<file path="config.mk">
export PLATFORM = sky130hd
export DESIGN_NAME = pad_stby_ovr
export DESIGN_NICKNAME = d
export VERILOG_FILES = /design/src/rtl/pad_stby_pkg.sv /design/src/rtl/stby_req_sync.sv /design/src/rtl/stby_code_decode.sv /design/src/rtl/stby_pad_lane.sv /design/src/rtl/pad_stby_ovr.sv
export SDC_FILE = /design/constraint.sdc
export NUM_CORES = 1
export LEC_CHECK = 0
export ABC_CLOCK_PERIOD_IN_PS = 1900
export BUFFER_PORTS_ARGS = -buffer_cell sky130_fd_sc_hd__buf_4
export CORE_AREA = 3 3 49 60
export CTS_BUF_LIST = sky130_fd_sc_hd__clkbuf_2 sky130_fd_sc_hd__clkbuf_4 sky130_fd_sc_hd__clkbuf_8
export CTS_CLUSTER_DIAMETER = 120
export DETAILED_ROUTE_END_ITERATION = 7
export DIE_AREA = 0 0 52 63
export PLACE_DENSITY_LB_ADDON = 0.25
export SLEW_MARGIN = 20
export SYNTH_ARGS = -nofsm -noshare
export SYNTH_HDL_FRONTEND = slang
export SYNTH_HIERARCHICAL = 1
export SYNTH_SLANG_ARGS = --single-unit
</file>
<file path="constraint.sdc">
create_clock -name clk -period 1.9 [get_ports clk]
set_input_delay 0.38 -clock clk [delete_from_list [all_inputs] [get_ports clk]]
set_output_delay 0.38 -clock clk [all_outputs]
set_load 0.1 [all_outputs]
</file>
<file path="src/rtl/pad_stby_pkg.sv">
package pad_stby_pkg;

   localparam int CODE_W = 4;

   // Decoded per-pad standby controls
   typedef struct packed {
      logic ovr;       // override active for this code
      logic oe;        // forced drive enable
      logic use_held;  // drive the captured last value
      logic drv;       // forced drive value when not using the held value
      logic rx_force;  // replace the returned receive value
      logic rx_val;    // constant returned when rx_force is set
   } stby_ctl_t;

endpackage

</file>
<file path="src/rtl/stby_req_sync.sv">
module stby_req_sync #(
   parameter int STAGES = 2
) (
   input  logic clk,
   input  logic rst_n,
   input  logic req_i,
   output logic req_o
);

   generate
      if (STAGES < 2) begin : g_bad_stages
         $error("stby_req_sync: STAGES must be at least 2");
      end
   endgenerate

   logic [STAGES-1:0] chain_q;

   always_ff @(posedge clk or negedge rst_n) begin
      if (!rst_n) chain_q <= '0;
      else        chain_q <= {chain_q[STAGES-2:0], req_i};
   end

   assign req_o = chain_q[STAGES-1];

endmodule

</file>
<file path="src/rtl/stby_code_decode.sv">
module stby_code_decode
   import pad_stby_pkg::*;
(
   input  logic [CODE_W-1:0] code_i,
   output stby_ctl_t         ctl_o
);

   always_comb begin
      ctl_o = '0;
      unique case (code_i)
         4'd0: begin ctl_o.ovr = 1'b1; ctl_o.oe = 1'b1; ctl_o.use_held = 1'b1; end
         4'd1: begin ctl_o.ovr = 1'b1; ctl_o.oe = 1'b1; ctl_o.rx_force = 1'b1; end
         4'd2: begin ctl_o.ovr = 1'b1; ctl_o.oe = 1'b1; ctl_o.rx_force = 1'b1; ctl_o.rx_val = 1'b1; end
         4'd3: begin ctl_o.ovr = 1'b1; ctl_o.oe = 1'b1; ctl_o.drv = 1'b1; ctl_o.rx_force = 1'b1; end
         4'd4: begin ctl_o.ovr = 1'b1; ctl_o.oe = 1'b1; ctl_o.drv = 1'b1; ctl_o.rx_force = 1'b1; ctl_o.rx_val = 1'b1; end
         4'd5: begin ctl_o.ovr = 1'b1; ctl_o.oe = 1'b1; end
         4'd6: begin ctl_o.ovr = 1'b1; ctl_o.oe = 1'b1; ctl_o.drv = 1'b1; end
         4'd7: begin ctl_o.ovr = 1'b1; ctl_o.rx_force = 1'b1; end
         4'd8: begin ctl_o.ovr = 1'b1; ctl_o.rx_force = 1'b1; ctl_o.rx_val = 1'b1; end
         4'd9: begin ctl_o.ovr = 1'b1; end
         default: ctl_o = '0;   // 10..15: request ignored
      endcase
   end

endmodule

</file>
<file path="src/rtl/stby_pad_lane.sv">
module stby_pad_lane
   import pad_stby_pkg::*;
#(
   parameter bit HELD_INIT = 1'b0
) (
   input  logic      clk,
   input  logic      rst_n,
   input  logic      stby_i,
   input  stby_ctl_t ctl_i,
   input  logic      tx_val_i,
   input  logic      tx_en_i,
   input  logic      pad_in_i,
   output logic      pad_out_o,
   output logic      pad_oe_o,
   output logic      rx_o
);

   logic held_q;
   logic force_on;

   // Track the transmit value until standby takes effect, then freeze it.
   always_ff @(posedge clk or negedge rst_n) begin
      if (!rst_n)       held_q <= HELD_INIT;
      else if (!stby_i) held_q <= tx_val_i;
   end

   assign force_on = stby_i & ctl_i.ovr;

   always_comb begin
      if (force_on) begin
         pad_oe_o  = ctl_i.oe;
         pad_out_o = ctl_i.oe & (ctl_i.use_held ? held_q : ctl_i.drv);
         rx_o      = ctl_i.rx_force ? ctl_i.rx_val : pad_in_i;
      end else begin
         pad_oe_o  = tx_en_i;
         pad_out_o = tx_val_i;
         rx_o      = pad_in_i;
      end
   end

endmodule

</file>
<file path="src/rtl/pad_stby_ovr.sv">
module pad_stby_ovr
   import pad_stby_pkg::*;
#(
   parameter int PADS        = 4,
   parameter int SYNC_STAGES = 2
) (
   input  logic                   clk,
   input  logic                   rst_n,
   input  logic                   stby_req,
   input  logic [CODE_W*PADS-1:0] stby_code,
   input  logic [PADS-1:0]        tx_val,
   input  logic [PADS-1:0]        tx_en,
   input  logic [PADS-1:0]        pad_in,
   output logic [PADS-1:0]        pad_out,
   output logic [PADS-1:0]        pad_oe,
   output logic [PADS-1:0]        rx_core
);

   generate
      if (PADS < 1) begin : g_bad_pads
         $error("pad_stby_ovr: PADS must be at least 1");
      end
      if (CODE_W != 4) begin : g_bad_code
         $error("pad_stby_ovr: standby code must be 4 bits");
      end
   endgenerate

   logic stby_s;

   stby_req_sync #(.STAGES(SYNC_STAGES)) u_sync (
      .clk   (clk),
      .rst_n (rst_n),
      .req_i (stby_req),
      .req_o (stby_s)
   );

   for (genvar i = 0; i < PADS; i++) begin : g_pad
      logic [CODE_W-1:0] lane_code;
      stby_ctl_t         lane_ctl;

      assign lane_code = stby_code[i*CODE_W +: CODE_W];

      stby_code_decode u_dec (
         .code_i (lane_code),
         .ctl_o  (lane_ctl)
      );

      stby_pad_lane u_lane (
         .clk       (clk),
         .rst_n     (rst_n),
         .stby_i    (stby_s),
         .ctl_i     (lane_ctl),
         .tx_val_i  (tx_val[i]),
         .tx_en_i   (tx_en[i]),
         .pad_in_i  (pad_in[i]),
         .pad_out_o (pad_out[i]),
         .pad_oe_o  (pad_oe[i]),
         .rx_o      (rx_core[i])
      );

      assert_pass_R2: assert property (@(posedge clk) disable iff (!rst_n)
         !stby_s |-> (pad_out[i] == tx_val[i] && pad_oe[i] == tx_en[i] && rx_core[i] == pad_in[i]));

      assert_hold_R4: assert property (@(posedge clk) disable iff (!rst_n)
         (stby_s && $past(stby_s) && lane_code == 4'd0 && $past(lane_code) == 4'd0)
         |-> (pad_oe[i] && pad_out[i] == $past(pad_out[i])));

      assert_force_R5: assert property (@(posedge clk) disable iff (!rst_n)
         (stby_s && lane_code >= 4'd1 && lane_code <= 4'd4)
         |-> (pad_oe[i] && rx_core[i] == !lane_code[0] && pad_out[i] == (lane_code >= 4'd3)));

      assert_hiz_R7: assert property (@(posedge clk) disable iff (!rst_n)
         (stby_s && (lane_code == 4'd7 || lane_code == 4'd8))
         |-> (!pad_oe[i] && !pad_out[i] && rx_core[i] == (lane_code == 4'd8)));

      assert_ignore_R9: assert property (@(posedge clk) disable iff (!rst_n)
         (stby_s && lane_code >= 4'd10)
         |-> (pad_out[i] == tx_val[i] && pad_oe[i] == tx_en[i] && rx_core[i] == pad_in[i]));
   end

endmodule

</file>
==> summary.md <==
| Metric | Value |
|---|---|
| Pin count of the biggest net entering global routing | 11 |
| Vias per cell | 5.32 |
| P_leak | 0.661 nW |
| Final worst-path cycle share | 98.1% |
| Relative slew slack | 79.6% |
| Most used cell, CP | buf_12 |
| Top cells by area, synth | dfrtp_1 15%, buf_4 6.2%, mux2_4 6.2% |
| Starting Density | 39.2% |
| CORE AREA | 2480 um2 |
| Initial antenna violation count | 0 |
| Syn nets | 149 |
| Cell count after synthesis | 118 |
| Total Wirelength | 2380 um |
| Later-pin clock latency in the skew report | 0.24 ns |
| Sequential cell area | 150 um2 |
| Post-route cell area | 1590 um2 |
| Initial DRC Count | 14 |
| Critical path cell sequence | buf_12 > nor4b_4 > a21oi_1 > nand2_1 > nand3_2 > mux2_4 > buf_12 |
| DP Worst Slack | -0.0471 ns |
| Power Total | 0.753 mW |
| Setup_tns | 0 ns |
| Min cycle time layout | 1.86 ns |
| Total gr overflow | 0 |
| TritonCTS Sinks | 6 |
| Sequential area share after synthesis | 15.5% |
| Commonest non-fill, non-tap cell in the layout | buf_4 |
| # IOs | 43 |
| Commonest cells after routing, fill and taps aside | 32 x buf_4, 8 x a21oi_1, 8 x nand2_1, 8 x o21ai_1, 8 x buf_6 |
| Detailed Routing Iterations Pass 1 | 4 |
| Max cap viols | 0 |
| Die H | 63 um |
| First-pass GRT wire length | 3730 um |
| Cell row count | 20 |
| Slew @ Worst Pin | 0.303 ns |
| YS warnings | 6 |
| RSZ-0062 raised after global routing | yes |
| Worst path bufs/invs | 2 |
| CTS tree | done |
| Net count, final | 190 |
| HP Class | in -> reg |
| Fillers | 205 |
| Clock tree root buffer cell | clkbuf_4 |
| Worst Slack Setup Final | 0.0362 ns |
| Cell Pwr Density | 473 nW/um2 |
| GPL Wtd Cong | 0.686 |
| Crit-path slowest cell | mux2_4 |
| DRC | 0 |
| Postcts setup bufs | 0 |
| Crit-path max cell delay | 0.32 ns |
| Synth Flop Type | dfrtp_1 |
| Vias in the first global route | 913 |
| Fraction of layout cells with a size suffix above 1 | 53.5% |
| Syn Area/Cell | 8.23 um2 |
| GRT Overall Usage | 14.3% |
| Via Count | 1010 |
| EDFF count, synth | 0 |
| Crit path kind | in -> out |
| WP data arrival | 1.48 ns |
| Run status | finished clean |
| Critical path peak fanout | 8 |
| Synth top area share | 15.5% |
| Final slew viol count | 0 |
| Crit path capture type | primary output |
| Yosys top cell by area | dfrtp_1 |
| Maximum VDD drop | 0.491 mV |
| DR WL/cell | 12.5 um |
| Synth cell types | 24 |
| Placed inst area | 1350 um2 |
| Layout area overhead | 63.8% |
| Die width | 52 um |
| Crit-path leading delay family | simple AND/OR/NAND/NOR gates |
| Final HPWL from detailed placement | 1760 um |
| Fmax | 537 MHz |
| Clock-pin slew on the worst setup and hold paths | 0.04 ns |
| Final setup vio count | 0 |
| Area of the multi-input gates | 886 um2 |
| Startpoint Class | input pin |
| Mapped Area | 971 um2 |
| Async SR Flop Fraction | 100% |
| Ant. Diodes | 0 |
| Port bufs | 42 |
| Deepest clock path buffer count | 2 |
| Layout Skew | 0.00540 ns |
| Register bit total from synthesis | 6 |
| Inserted Clock Buffers | 3 |
| Post-DRT Antenna Nets | 0 |
| Die Area | 3280 um2 |
| Final hold violations | 0 |
| Post-layout utilization of the core | 64.2% |
| H-tree levels | 1 |
| Worst EP required | 1.52 ns |
==> per-stage QoR <==
step	std cells	hold WS, ns
4_1_cts	190	0.240
3_3_place_gp	186	0.191
2_1_floorplan	118	0.0844
5_1_grt	190	0.231
6_report	190	0.252
3_5_place_dp	186	0.190
==> cells in the mapped netlist (all sizes together) (6+ instances only) <==
| cell type | n |
|---|---|
| a21oi | 8 |
| a31oi | 8 |
| buf | 12 |
| dfrtp | 6 |
| mux2 | 8 |
| nand2 | 8 |
| nand3 | 8 |
| o21ai | 12 |
==> final timing paths <==
| kind | cells after the start | slack [ns] | end | start |
|---|---|---|---|---|
| setup / recovery | 7 | 0.04 | rx_core[0] | stby_code[0] |
| hold / removal | 1 | 0.25 | u_sync/chain_q[0] | stby_req |
| setup reg to reg | 2 | 0.94 | g_pad[0].u_lane/held_q | u_sync/chain_q[1] |
| hold reg to reg | 0 | 0.34 | u_sync/chain_q[1] | u_sync/chain_q[0] |
| max in group asynchronous | 2 | 1.31 | g_pad[2].u_lane/held_q | rst_n |
| min in group asynchronous | 2 | 0.47 | g_pad[3].u_lane/held_q | rst_n |
==> kinds of logic after synthesis <==
logic type      count (synthesis)  synth area share (%)
simple gates                   44                  30.4
compound gates                 36                  23.2
buf+inv                        16                  12.4
mux                            12                  14.9
flops                           6                  15.5
xor+xnor                        4                  3.61
==> where the power goes <==
part,total (mW),internal (mW),leakage [nW],switching (mW)
Clock,0.114,0.0712,0.0138,0.0428
Sequential,0.143,0.139,0.0699,0.00450
Combinational,0.495,0.197,0.577,0.298
Total,0.753,0.407,0.661,0.345
==> final cells by class <==
cell class                      instances  share of cell area (%)
Multi-Input combinational cell         96                    55.7
Tap cell                               33                    2.60
Sequential cell                         6                    9.44
Clock buffer                            3                    1.42
Timing Repair Buffer                   48                    29.9
Inverter                                4                   0.944
==> timing repair <==
item                                    in CTS  in global routing
hold buffers                                 1                  0
gates resized for setup                      7                 34
gates cloned                                 0                  0
pin swaps                                    1                 11
endpoints found under the hold margin        6                  0
endpoints found under the setup margin       5                  9
==> flip-flops by register name, indices dropped and copies added (netlist names) <==
| register | flops |
|---|---|
| u_sync/chain_q | 2 |
| g_pad.u_lane/held_q | 4 |
==> per-layer routing <==
layer  GRT usage (%)  wire length (um)
met2            24.5              1280
met3            4.30               107
met5               0                 0
met1            17.3               986
met4            2.62                 0
Note: power is estimated with default switching activity, not from simulation.
